**src/rtl/can_bt_pkg.sv**
```systemverilog
package can_bt_pkg;

   typedef enum logic [1:0] {
      SEG_SYNC = 2'd0,
      SEG_TS1  = 2'd1,
      SEG_TS2  = 2'd2
   } seg_e;

   function automatic int unsigned clamp_len(input int unsigned v,
                                             input int unsigned lo,
                                             input int unsigned hi);
      if (v < lo) return lo;
      if (v > hi) return hi;
      return v;
   endfunction

   function automatic int unsigned max_u(input int unsigned a, input int unsigned b);
      return (a > b) ? a : b;
   endfunction

   function automatic int unsigned min_u(input int unsigned a, input int unsigned b);
      return (a < b) ? a : b;
   endfunction

endpackage

```
**src/rtl/can_bt_cfg.sv**
```systemverilog
module can_bt_cfg
   import can_bt_pkg::*;
#(
   parameter int unsigned SEG_W       = 4,
   parameter int unsigned PROP_MAX    = 8,
   parameter int unsigned PH1_MAX     = 8,
   parameter int unsigned PH2_MAX     = 8,
   parameter int unsigned SJW_MAX     = 4,
   parameter int unsigned IPT_TQ      = 2,
   parameter bit          PH2_DERIVED = 1'b0,
   parameter int unsigned CNT_W       = 5
) (
   input  logic             clk,
   input  logic             rst,
   input  logic [SEG_W-1:0] prop_i,
   input  logic [SEG_W-1:0] ph1_i,
   input  logic [SEG_W-1:0] ph2_i,
   input  logic [SEG_W-1:0] sjw_i,
   output logic [CNT_W-1:0] t1_o,
   output logic [CNT_W-1:0] ph2_o,
   output logic [CNT_W-1:0] sjw_o
);

   int unsigned prop_v;
   int unsigned ph1_v;
   int unsigned ph2_v;
   int unsigned sjw_v;
   int unsigned floor_v;
   int unsigned cap_v;

   always_comb begin
      prop_v  = clamp_len(32'(prop_i), 1, PROP_MAX);
      ph1_v   = clamp_len(32'(ph1_i), 1, PH1_MAX);
      floor_v = max_u(ph1_v, IPT_TQ);
      cap_v   = min_u(ph1_v, SJW_MAX);
      sjw_v   = clamp_len(32'(sjw_i), 1, cap_v);
   end

   generate
      if (PH2_DERIVED) begin : g_ph2_derived
         assign ph2_v = floor_v;
      end else begin : g_ph2_prog
         assign ph2_v = clamp_len(32'(ph2_i), floor_v, PH2_MAX);
      end
   endgenerate

   assign t1_o  = CNT_W'(prop_v + ph1_v);
   assign ph2_o = CNT_W'(ph2_v);
   assign sjw_o = CNT_W'(sjw_v);

   // effective lengths stay in their legal windows
   p_len_range_r1: assert property (@(posedge clk) disable iff (rst)
      (prop_v >= 1) && (prop_v <= PROP_MAX) && (ph1_v >= 1) && (ph1_v <= PH1_MAX));

   // phase 2 never shorter than phase 1 or the processing time
   p_ph2_floor_r2: assert property (@(posedge clk) disable iff (rst)
      (ph2_v >= ph1_v) && (ph2_v >= IPT_TQ) && (ph2_v <= PH2_MAX));

   // jump width bounded by phase 1 and by its own maximum
   p_sjw_cap_r3: assert property (@(posedge clk) disable iff (rst)
      (sjw_v >= 1) && (sjw_v <= ph1_v) && (sjw_v <= SJW_MAX));

endmodule

```
**src/rtl/can_bt_edge.sv**
```systemverilog
module can_bt_edge (
   input  logic clk,
   input  logic rst,
   input  logic tick_i,
   input  logic rx_i,
   output logic fall_o
);

   logic prev_q;

   always_ff @(posedge clk) begin
      if (rst)         prev_q <= 1'b1;
      else if (tick_i) prev_q <= rx_i;
   end

   assign fall_o = tick_i & prev_q & ~rx_i;

   // a reported edge always leaves the tracked level dominant
   p_fall_tracks_r8: assert property (@(posedge clk) disable iff (rst)
      fall_o |=> !prev_q);

endmodule

```
**src/rtl/can_bt_seq.sv**
```systemverilog
module can_bt_seq
   import can_bt_pkg::*;
#(
   parameter int unsigned CNT_W = 5
) (
   input  logic             clk,
   input  logic             rst,
   input  logic             tick_i,
   input  logic             fall_i,
   input  logic             hs_en_i,
   input  logic             rx_i,
   input  logic [CNT_W-1:0] t1_i,
   input  logic [CNT_W-1:0] ph2_i,
   input  logic [CNT_W-1:0] sjw_i,
   output logic             sample_o,
   output logic             bit_o,
   output logic             start_o,
   output logic             tx_o
);

   localparam logic [CNT_W-1:0] ONE = CNT_W'(1);

   seg_e             seg_q, seg_n;
   logic [CNT_W-1:0] cnt_q, cnt_n;
   logic [CNT_W-1:0] ext_q, ext_n;
   logic [CNT_W-1:0] shr_q, shr_n;
   logic             rdone_q, rdone_n;
   logic             bit_q, bit_n;
   logic             samp_n, start_n, tx_n;
   logic [CNT_W-1:0] err1;
   logic [CNT_W-1:0] rem2;

   always_comb begin
      seg_n   = seg_q;
      cnt_n   = cnt_q;
      ext_n   = ext_q;
      shr_n   = shr_q;
      rdone_n = rdone_q;
      bit_n   = bit_q;
      samp_n  = 1'b0;
      start_n = 1'b0;
      tx_n    = 1'b0;
      err1    = ((cnt_q + ONE) < sjw_i) ? (cnt_q + ONE) : sjw_i;
      rem2    = ph2_i - cnt_q;
      if (tick_i) begin
         if (fall_i && hs_en_i) begin
            start_n = 1'b1;
            seg_n   = SEG_TS1;
            cnt_n   = '0;
            ext_n   = '0;
            shr_n   = '0;
            rdone_n = 1'b0;
         end else begin
            unique case (seg_q)
               SEG_SYNC: begin
                  start_n = 1'b1;
                  tx_n    = 1'b1;
                  seg_n   = SEG_TS1;
                  cnt_n   = '0;
                  ext_n   = '0;
                  shr_n   = '0;
               end
               SEG_TS1: begin
                  if (fall_i && !rdone_q) begin
                     ext_n   = err1;
                     rdone_n = 1'b1;
                  end
                  if (cnt_q == (t1_i - ONE + ext_n)) begin
                     samp_n  = 1'b1;
                     bit_n   = rx_i;
                     seg_n   = SEG_TS2;
                     cnt_n   = '0;
                     ext_n   = '0;
                     rdone_n = 1'b0;
                  end else begin
                     cnt_n = cnt_q + ONE;
                  end
               end
               SEG_TS2: begin
                  if (fall_i && !rdone_q && (rem2 <= sjw_i)) begin
                     start_n = 1'b1;
                     tx_n    = 1'b1;
                     seg_n   = SEG_TS1;
                     cnt_n   = '0;
                     ext_n   = '0;
                     shr_n   = '0;
                     rdone_n = 1'b1;
                  end else begin
                     if (fall_i && !rdone_q) begin
                        shr_n   = sjw_i;
                        rdone_n = 1'b1;
                     end
                     if (cnt_q == (ph2_i - ONE - shr_n)) begin
                        seg_n = SEG_SYNC;
                        cnt_n = '0;
                        shr_n = '0;
                     end else begin
                        cnt_n = cnt_q + ONE;
                     end
                  end
               end
               default: seg_n = SEG_SYNC;
            endcase
         end
      end
   end

   always_ff @(posedge clk) begin
      if (rst) begin
         seg_q    <= SEG_SYNC;
         cnt_q    <= '0;
         ext_q    <= '0;
         shr_q    <= '0;
         rdone_q  <= 1'b0;
         bit_q    <= 1'b1;
         sample_o <= 1'b0;
         start_o  <= 1'b0;
         tx_o     <= 1'b0;
      end else begin
         seg_q    <= seg_n;
         cnt_q    <= cnt_n;
         ext_q    <= ext_n;
         shr_q    <= shr_n;
         rdone_q  <= rdone_n;
         bit_q    <= bit_n;
         sample_o <= samp_n;
         start_o  <= start_n;
         tx_o     <= tx_n;
      end
   end

   assign bit_o = bit_q;

   // pulses only follow a quantum tick
   p_pulse_on_tick_r11: assert property (@(posedge clk) disable iff (rst)
      (sample_o || start_o) |-> $past(tick_i));

   // sample point and bit start are distinct quanta
   p_excl_r11: assert property (@(posedge clk) disable iff (rst)
      !(sample_o && start_o));

   // transmit point only at a bit start
   p_tx_at_start_r7: assert property (@(posedge clk) disable iff (rst)
      tx_o |-> start_o);

   // sampled value changes only with a sample pulse
   p_bit_hold_r9: assert property (@(posedge clk) disable iff (rst)
      !sample_o |-> $stable(bit_o));

   // phase-1 stretch never exceeds the jump width
   p_ext_sjw_r6: assert property (@(posedge clk) disable iff (rst)
      ext_q <= sjw_i);

   // phase-2 cut never exceeds the jump width
   p_shr_sjw_r7: assert property (@(posedge clk) disable iff (rst)
      shr_q <= sjw_i);

   // once a resync is taken, the stretch is frozen until the flag clears
   p_single_resync_r8: assert property (@(posedge clk) disable iff (rst)
      ($past(rdone_q) && rdone_q) |-> $stable(ext_q));

endmodule

```
**src/rtl/can_bit_timing.sv**
```systemverilog
module can_bit_timing
   import can_bt_pkg::*;
#(
   parameter int unsigned SEG_W       = 4,
   parameter int unsigned PROP_MAX    = 8,
   parameter int unsigned PH1_MAX     = 8,
   parameter int unsigned PH2_MAX     = 8,
   parameter int unsigned SJW_MAX     = 4,
   parameter int unsigned IPT_TQ      = 2,
   parameter bit          PH2_DERIVED = 1'b0
) (
   input  logic             clk,
   input  logic             rst,
   input  logic             tq_tick,
   input  logic             rx,
   input  logic             hard_sync_en,
   input  logic [SEG_W-1:0] prop_len,
   input  logic [SEG_W-1:0] ph1_len,
   input  logic [SEG_W-1:0] ph2_len,
   input  logic [SEG_W-1:0] sjw_len,
   output logic             sample_o,
   output logic             bit_o,
   output logic             bit_start_o,
   output logic             tx_point_o
);

   localparam int unsigned BIT_MAX = 1 + PROP_MAX + PH1_MAX + SJW_MAX + PH2_MAX;
   localparam int unsigned CNT_W   = $clog2(BIT_MAX + 1);
   localparam int unsigned IN_MAX  = (1 << SEG_W) - 1;

   generate
      if (PROP_MAX < 1 || PH1_MAX < 1 || SJW_MAX < 1 || IPT_TQ < 1) begin : g_chk_min
         $error("segment maxima and processing time must be at least one quantum");
      end
      if (PH2_MAX < PH1_MAX || PH2_MAX < IPT_TQ) begin : g_chk_ph2
         $error("phase 2 maximum must cover phase 1 maximum and processing time");
      end
      if (PROP_MAX > IN_MAX || PH1_MAX > IN_MAX || PH2_MAX > IN_MAX || SJW_MAX > IN_MAX) begin : g_chk_w
         $error("length input width too narrow for the configured maxima");
      end
   endgenerate

   logic [CNT_W-1:0] t1_w;
   logic [CNT_W-1:0] ph2_w;
   logic [CNT_W-1:0] sjw_w;
   logic             fall_w;

   can_bt_cfg #(
      .SEG_W      (SEG_W),
      .PROP_MAX   (PROP_MAX),
      .PH1_MAX    (PH1_MAX),
      .PH2_MAX    (PH2_MAX),
      .SJW_MAX    (SJW_MAX),
      .IPT_TQ     (IPT_TQ),
      .PH2_DERIVED(PH2_DERIVED),
      .CNT_W      (CNT_W)
   ) u_cfg (
      .clk   (clk),
      .rst   (rst),
      .prop_i(prop_len),
      .ph1_i (ph1_len),
      .ph2_i (ph2_len),
      .sjw_i (sjw_len),
      .t1_o  (t1_w),
      .ph2_o (ph2_w),
      .sjw_o (sjw_w)
   );

   can_bt_edge u_edge (
      .clk   (clk),
      .rst   (rst),
      .tick_i(tq_tick),
      .rx_i  (rx),
      .fall_o(fall_w)
   );

   can_bt_seq #(
      .CNT_W(CNT_W)
   ) u_seq (
      .clk     (clk),
      .rst     (rst),
      .tick_i  (tq_tick),
      .fall_i  (fall_w),
      .hs_en_i (hard_sync_en),
      .rx_i    (rx),
      .t1_i    (t1_w),
      .ph2_i   (ph2_w),
      .sjw_i   (sjw_w),
      .sample_o(sample_o),
      .bit_o   (bit_o),
      .start_o (bit_start_o),
      .tx_o    (tx_point_o)
   );

endmodule

```
**config.mk**
```make
export PLATFORM = sky130hd
export DESIGN_NAME = can_bit_timing
export DESIGN_NICKNAME = d
export VERILOG_FILES = /design/src/rtl/can_bt_pkg.sv /design/src/rtl/can_bt_cfg.sv /design/src/rtl/can_bt_edge.sv /design/src/rtl/can_bt_seq.sv /design/src/rtl/can_bit_timing.sv
export SDC_FILE = /design/constraint.sdc
export NUM_CORES = 1
export LEC_CHECK = 0
export ABC_AREA = 1
export CAP_MARGIN = 20
export CORE_MARGIN = 2
export CORE_UTILIZATION = 42
export DETAILED_ROUTE_END_ITERATION = 8
export HOLD_SLACK_MARGIN = 0.08
export PLACE_DENSITY_LB_ADDON = 0.12
export SYNTH_ARGS = -nofsm -noshare
export SYNTH_HDL_FRONTEND = slang
export SYNTH_SLANG_ARGS = --single-unit
```
**constraint.sdc**
```tcl
create_clock -name clk -period 6.65 [get_ports clk]
set_clock_uncertainty 0.05 [all_clocks]
set_input_delay 0.665 -clock clk [delete_from_list [all_inputs] [get_ports clk]]
set_output_delay 0.665 -clock clk [all_outputs]
set_load 0.05 [all_outputs]
```
==> results of run 1 <==
[layer usage]
layer	wire, µm	vias up
met5	0	-
met4	28	0
met3	203	4
met2	2650	37
met1	2800	1005
li1	-	1245
[power breakdown]
part	switching, mW	internal, mW	total [mW]
clock network	0.0444	0.0428	0.0873
registers	0.00455	0.145	0.150
logic	0.147	0.104	0.251
[worst register-to-register path, cell delays in order, from the launching register on]
cell,delay [ps]
dfxtp_1,550
ha_1,260
xor2_1,310
ha_1,310
nand4_1,90
nand3_1,60
inv_1,140
nand2_1,120
nand2_1,70
nand3_1,70
and2_1,170
fa_1,460
ha_1,240
fa_1,510
xnor2_1,120
nand3_1,90
nor2_1,130
nand2_2,100
nand2_1,90
nand2_1,120
nand3_1,100
a21oi_1,60
[layout make-up]
cell class / count / share of cell area
Timing Repair Buffer: 24 / 0.0847
Multi-Input combinational cell: 282 / 0.625
Inverter: 60 / 0.0794
Tap cell: 75 / 0.0331
Sequential cell: 23 / 0.162
Clock buffer: 4 / 0.0159
[cells in the final DEF, fill, tap and decap left out, types with 3 or more instances in the layout]
master,instances
nand2_1,82
inv_1,53
nand3_1,38
ha_1,35
a21oi_1,28
nor2_1,25
clkdlybuf4s50_1,24
dfxtp_1,23
o21ai_0,16
xor2_1,11
xnor2_1,7
inv_2,6
fa_1,6
nand2_2,4
or2_2,4
nor3_1,3
o21ai_1,3
clkbuf_8,3
[worst min-delay path by stage]
| stage | from | end | slack, ps |
|---|---|---|---|
| 2_1_floorplan | u_seq.ext_q[4] | u_seq.ext_q[4] | 380 |
| 3_3_place_gp | u_seq.bit_o | u_seq.bit_o | 390 |
| 3_5_place_dp | u_seq.bit_o | u_seq.bit_o | 400 |
| 4_1_cts | u_seq.ext_q[4] | u_seq.ext_q[4] | 410 |
| 5_1_grt | u_seq.shr_q[2] | u_seq.shr_q[2] | 430 |
| 6_report | u_seq.bit_o | u_seq.bit_o | 420 |
[registers in the layout, summed over array words and instances, names as in the netlist]
signal	count
u_seq.tx_o	1
u_seq.cnt_q	5
u_seq.bit_o	1
u_seq.shr_q	5
u_seq.sample_o	1
u_seq.start_o	1
u_seq.seg_q	2
u_edge.prev_q	1
u_seq.rdone_q	1
u_seq.ext_q	5
[cells by family after synthesis]
kind of cell	after synthesis	synth area share
compound gates	56	0.128
xor+xnor	18	0.0634
fa+ha+maj	41	0.224
buf+inv	65	0.102
flops	23	0.185
other cells	1	0.00151
simple gates	166	0.295
[metrics by stage]
stage	hold WS (ps)	util
final	417	0.488
after global routing	434	0.488
after CTS	414	0.488
after detailed placement	398	0.480
after global placement	391	0.480
after floorplan	385	-
==> impl_metrics.json, run 1 <==
{
  "outcome": "finished clean",
  "cts.sinks": 23,
  "clk_path_buf_depth": 2,
  "hold_depth": 2,
  "finalNonFillerCells": 468,
  "area_growth_pct": 14.1,
  "hold_viol_final": 0,
  "numPortBuffers": 24,
  "synth_area_mm2": 0.00249,
  "nets": 456,
  "drt-vias-per-instance": 4.90,
  "synth.area.top_cells": "dfxtp_1, ha_1, nand2_1",
  "gp_congestion": 0.847,
  "ir_drop_mv": 0.130,
  "worstSetupPathType": "input port to register",
  "critical-path-max-stage-delay_ps": 510,
  "max_freq_mhz": 179,
  "endpoint_kind": "register",
  "clk_pin_slew_ps": 80,
  "crit_cells": 34,
  "cts-resized-gates": 0,
  "diodes": 0,
  "power_mw": 0.487,
  "yosys_warnings": 0,
  "dp_hpwl_um": 4610,
  "multi_input_area_mm2": 0.00177,
  "yosysMostFrequentCell": "nand2_1",
  "grt_max_degree": 14,
  "syn_inst": 370,
  "r2r-start": "u_seq.cnt_q[1]",
  "yosys.area.top_type_share": 0.185,
  "grt_use_met3": 0.0244,
  "drive_above_1_share": 0.0585,
  "rsz0062_at_grt": "no",
  "grt_util_all_layers": 0.184,
  "die_area_mm2": 0.00655,
  "setup_viol": 0,
  "rows": 28,
  "rr_endpoint": "u_seq.cnt_q[1]",
  "yosys_register_bits": 23,
  "fill_cells": 639,
  "cpMostUsedCell": "nand2_1",
  "wl_um": 5680,
  "antenna_found_initial": 0,
  "synth_ff_type": "dfxtp_1",
  "reg2regPathDepth": 21,
  "drtPass1Iterations": 4,
  "drcViolationCount": 0,
  "async_flop_share": 0,
  "core_mm2": 0.00582,
  "ys_types": 35,
  "cpLargestDelayFamily": "simple AND/OR/NAND/NOR gates",
  "drt-initial-drc-count": 86,
  "ys_seq_area_frac": 0.185,
  "regToRegSetupSlack_ps": 2300,
  "drv_cap": 0,
  "period_needed_ps": 5580,
  "final_antenna_net_count": 0,
  "pre_cts_slack_ps": 822,
  "postCtsSetupBuffers": 0,
  "setup_tns_ps": 0,
  "clkLatencyLatePin_ps": 270,
  "ctsHtreeMaxLevel": 1,
  "crit_fanout": 9,
  "tightest_slew_ps": 732,
  "layout_setup_ws_ps": 1070,
  "syn_nets": 432,
  "cp_num_buf_inv": 5,
  "ios": 25,
  "crit_start": "ph1_len[3]",
  "grt_use_met1": 0.240,
  "root_buffer": "clkbuf_8",
  "grt_pass1_vias": 2138,
  "tritoncts": "done",
  "cts_inserted_buffers": 3,
  "synth_area_per_cell_um2": 6.72,
  "grtUsageMet2": 0.322,
  "grt_pass1_wl_um": 9530,
  "slew_violations": 0,
  "vias": 2291,
  "synth_common_cells": "nand2_1, inv_1, nand3_1",
  "cp-start-kind": "input port",
  "postPlaceCellArea_mm2": 0.00279,
  "placed_cells": 464,
  "p_per_area_mw_per_mm2": 172,
  "seq_area_um2": 460,
  "postLayoutCellArea_mm2": 0.00284,
  "hold_class": "register to register",
  "arrival_ps": 5660,
  "synth_top_area_cell": "dfxtp_1",
  "synth-edff-count": 0,
  "power.leakage_nw": 1.35,
  "fp.dieH_um": 81.0,
  "grt.busiest_layer": "met2",
  "gr-total-overflow": 0,
  "critPathCapture": "u_seq.cnt_q[1]",
  "relSlewSlack": 0.512,
  "min_period_over_period": 0.839,
  "wl_per_cell_um": 12.1,
  "die_x_um": 81.0,
  "cpMaxStageDelayCell": "fa_1",
  "holdBufCountCts": 0,
  "cp_data_required_time_ps": 6730,
  "start_util": 0.428
}
No activity file was read; power rests on OpenSTA's default activity.
==> run 2, diff against run 1 <==
clock period = 4.65 ns   (was 6.65 ns; I/O delays follow)
==> impl_metrics.json, run 2 (synthesis results as in run 1) <==
{
  "fill_cells": 562,
  "hold_viol_final": 0,
  "r2r-start": "u_seq.cnt_q[1]",
  "layout_commonest_cell": "nand2_1",
  "core_mm2": 0.00582,
  "rows": 28,
  "cts.sinks": 23,
  "outcome": "finished, violations left",
  "start_util": 0.428,
  "gp_congestion": 0.822,
  "ctsHtreeMaxLevel": 1,
  "crit_start": "ph1_len[2]",
  "finalNonFillerCells": 518,
  "wl_per_cell_um": 12.7,
  "fp.dieH_um": 81.0,
  "drv_cap": 0,
  "slew_violations": 0,
  "worst_hold_slack_ps": 419,
  "die_x_um": 81.0,
  "layout_setup_ws_ps": -19.8,
  "drtPass1Iterations": 4,
  "max_freq_mhz": 214,
  "die_area_mm2": 0.00655,
  "tritoncts": "done",
  "power.leakage_nw": 1.67,
  "grt_max_degree": 15,
  "arrival_ps": 4770,
  "reg_top3": "u_seq.cnt_q x5, u_seq.ext_q x5, u_seq.shr_q x5",
  "gr-total-overflow": 0,
  "layout_common_cells": "nand2_1, buf_4, inv_1",
  "critical-path-max-stage-delay_ps": 600,
  "cts_inserted_buffers": 3,
  "area_growth_pct": 39.4,
  "cp_data_required_time_ps": 4750,
  "worstHoldStart": "u_seq.shr_q[4]",
  "setup_tns_ps": -51.4,
  "ios": 25,
  "clk_path_buf_depth": 2,
  "crit_fanout": 5,
  "min_period_over_period": 1.00,
  "wl_um": 6560,
  "drt-vias-per-instance": 4.93,
  "placed_cells": 497,
  "setup_viol": 4,
  "root_buffer": "clkbuf_8",
  "rsz0062_at_grt": "yes",
  "pre_cts_slack_ps": -761,
  "cpMaxStageDelayCell": "fa_2",
  "drcViolationCount": 0,
  "hold_class": "register to register",
  "vias": 2554,
  "worstSetupPathType": "input port to register",
  "clkLatencyLatePin_ps": 270,
  "drt-initial-drc-count": 89,
  "clk_pin_slew_ps": 90,
  "p_per_area_mw_per_mm2": 240,
  "postLayoutCellArea_mm2": 0.00347,
  "endpoint_kind": "register",
  "relSlewSlack": 0.492,
  "postPlaceCellArea_mm2": 0.00304,
  "grt_util_all_layers": 0.197,
  "grt_pass1_wl_um": 10300,
  "failed_checks": "negative setup slack",
  "power_mw": 0.833,
  "ir_drop_mv": 0.184,
  "period_needed_ps": 4670,
  "antenna_found_initial": 0,
  "grt_pass1_vias": 2352,
  "drive_above_1_share": 0.293,
  "cp-start-kind": "input port",
  "nets": 506,
  "holdBufCountCts": 0,
  "tightest_slew_ps": 762,
  "dp_hpwl_um": 4780,
  "numPortBuffers": 24,
  "final_antenna_net_count": 0,
  "fin_util": 0.596,
  "diodes": 0
}
[run 2: changes by cell type in the layout (fill, tap and decap cells not counted), sizes merged]
cell | previous run | this run
buf | 0 | 53
clkdlybuf4s50 | 24 | 16
dlymetal6s2s | 0 | 4
clkinvlp | 0 | 1
[run 2: repair_timing]
item / in CTS / in global routing
gates resized for setup: 30 / 60
setup endpoints to repair: 15 / 19
buffers inserted: 9 / 8
pin swaps: 12 / 33
[run 2: path summary, 6_finish.rpt]
path | cells after the start | to | slack [ps]
hold / removal | 2 | u_seq.shr_q[4] | 420
setup / recovery | 34 | u_seq.cnt_q[1] | -20
hold reg to reg | 2 | u_seq.shr_q[4] | 420
setup reg to reg | 21 | u_seq.cnt_q[1] | 280
[run 2: layout make-up]
cell class,count,area (µm²),share of cell area
well taps,75,93.8,0.0271
clock inverters,1,7.51,0.00216
clock buffers,3,41.3,0.0119
flip-flops and latches,23,460,0.133
inverters,60,235,0.0678
multi-input cells,282,2000,0.577
repair buffers,74,628,0.181
[run 2: where the power goes]
group / internal [mW] / switching [mW]
clock: 0.0608 / 0.0719
sequential: 0.208 / 0.00651
combinational: 0.227 / 0.259
[run 2: layer usage]
layer  routed length, µm  global-route usage  up-vias
li1                    -                   -     1342
met1                3040               0.252     1163
met2                3260               0.350       37
met3                 156              0.0233       12
met4                 105              0.0542        0
met5                   0                   0        -
[run 2: critical path: cells and delay by family]
family | cells | cell delay (ps)
AND/OR/NAND/NOR | 21 | 1750
adder cells (fa/ha/maj) | 5 | 1850
XOR/XNOR | 1 | 110
buffers and inverters | 5 | 410
AO/OA/AOI/OAI | 2 | 150
==> run 3, diff against run 2 <==
GPL_TIMING_DRIVEN = 0   (was unset)
==> impl_metrics.json, run 3 (synthesis results as in run 1) <==
{
  "outcome": "finished clean",
  "rsz0062_at_grt": "yes",
  "clkLatencyLatePin_ps": 270,
  "grt_pass1_vias": 2367,
  "area_growth_pct": 35.5,
  "postPlaceCellArea_mm2": 0.00282,
  "worstSetupPathType": "input port to register",
  "fill_cells": 541,
  "gp_congestion": 0.848,
  "holdBufCountCts": 0,
  "fp.dieH_um": 81.0,
  "die_x_um": 81.0,
  "root_buffer": "clkbuf_8",
  "setup_tns_ps": 0,
  "layout_commonest_cell": "nand2_1",
  "rows": 28,
  "switching_share": 0.411,
  "grt_max_degree": 14,
  "die_area_mm2": 0.00655,
  "cp-start-kind": "input port",
  "worst_hold_slack_ps": 411,
  "period_needed_ps": 4600,
  "antenna_found_initial": 0,
  "wl_per_cell_um": 13.3,
  "critical-path-max-stage-delay_ps": 520,
  "postLayoutCellArea_mm2": 0.00337,
  "placed_cells": 469,
  "drive_above_1_share": 0.259,
  "multi_input_area_mm2": 0.00206,
  "power.leakage_nw": 1.53,
  "cts_inserted_buffers": 3,
  "core_mm2": 0.00582,
  "endpoint_kind": "register",
  "diodes": 0,
  "dp_hpwl_um": 4550,
  "tightest_slew_ps": 742,
  "slew_violations": 0,
  "start_util": 0.428,
  "drtPass1Iterations": 4,
  "relSlewSlack": 0.506,
  "cpMostUsedCell": "nand2_2",
  "finalNonFillerCells": 496,
  "drt-initial-drc-count": 100,
  "reg_top3": "u_seq.cnt_q x5, u_seq.ext_q x5, u_seq.shr_q x5",
  "hold_viol_final": 0,
  "clockPowerShare": 0.157,
  "wl_um": 6580,
  "gr-total-overflow": 0,
  "grt_util_all_layers": 0.197,
  "power_mw": 0.809,
  "grt_pass1_wl_um": 10300,
  "power_switching_mw": 0.332,
  "drv_cap": 0,
  "arrival_ps": 4690,
  "comb_power_share": 0.579,
  "p_per_area_mw_per_mm2": 240,
  "hold_class": "register to register",
  "ios": 25,
  "clk_path_buf_depth": 2,
  "drt-vias-per-instance": 5.06,
  "vias": 2511,
  "min_period_over_period": 0.989,
  "ir_drop_mv": 0.183,
  "cpMaxStageDelayCell": "fa_1",
  "drcViolationCount": 0,
  "max_freq_mhz": 217,
  "numPortBuffers": 24,
  "p_int_mw": 0.477,
  "layout_common_cells": "nand2_1, inv_1, nand3_1",
  "crit_fanout": 5,
  "seq_area_um2": 460,
  "cts.sinks": 23,
  "setup_viol": 0,
  "tritoncts": "done",
  "ctsHtreeMaxLevel": 1,
  "final_antenna_net_count": 0,
  "p_seq_frac": 0.265,
  "nets": 484,
  "clk_pin_slew_ps": 80,
  "cp_data_required_time_ps": 4740
}
run 3: changes by cell type in the layout (fill, tap and decap cells not counted), moves of 3 or more:
cell / before / now
dlygate4sd2_1: 0 / 4
nand3_1: 27 / 31
ha_1: 31 / 26
nand2_1: 70 / 67
dlymetal6s2s_1: 4 / 0
buf_4: 50 / 22
nand2_2: 11 / 14
ha_4: 2 / 7
inv_4: 4 / 1
run 3: power by group through the flow:
stage	registers [mW]	clock network [mW]	logic, mW
final	0.214	0.127	0.469
after global placement	0.218	0	0.357
after detailed placement	0.219	0	0.362
after floorplan	0.223	0	0.269
after global routing	0.215	0.140	0.524
after CTS	0.214	0.130	0.410
run 3: path summary, 6_finish.rpt:
check / from / end / slack, ps / cells past startpoint
setup / recovery: ph1_len[2] / u_seq.cnt_q[1] / 50 / 34
hold / removal: u_seq.ext_q[4] / u_seq.ext_q[4] / 410 / 2
setup reg to reg: u_seq.cnt_q[1] / u_seq.cnt_q[1] / 330 / 21
hold reg to reg: u_seq.ext_q[4] / u_seq.ext_q[4] / 410 / 2
run 3: through the flow:
| stage | worst slack [ps] | util |
|---|---|---|
| 2_1_floorplan | 6.09 | - |
| 3_3_place_gp | -1170 | 0.485 |
| 3_5_place_dp | -1230 | 0.485 |
| 4_1_cts | 16.0 | 0.529 |
| 5_1_grt | -181 | 0.579 |
| 6_report | 48.8 | 0.579 |
run 3: layout make-up:
type	instances	area share
plain buffers	5	0.00854
clock buffers	3	0.0123
clock inverters	1	0.00149
inverters	60	0.0750
multi-input cells	282	0.612
flip-flops and latches	23	0.137
well taps	75	0.0278
repair buffers	47	0.126
run 3: repair_timing:
action                                  4_1_cts  5_1_grt
endpoints found under the setup margin       15       15
setup buffers                                16        7
pin swaps                                    26       33
resized for setup                            50       58
run 3: metal layers:
layer / vias up / wire length [µm] / GRT usage
met5: - / 0 / 0
met4: 0 / 68 / 0.0424
met3: 6 / 104 / 0.0156
met2: 32 / 3330 / 0.370
met1: 1176 / 3080 / 0.245
li1: 1297 / - / -
run 3: worst max-delay path, delay by kind of cell:
kind            cells  cell delay [ps]
buf+inv             4              350
simple gates       22             2000
xor+xnor            1              120
fa+ha+maj           5             1610
compound gates      2              140
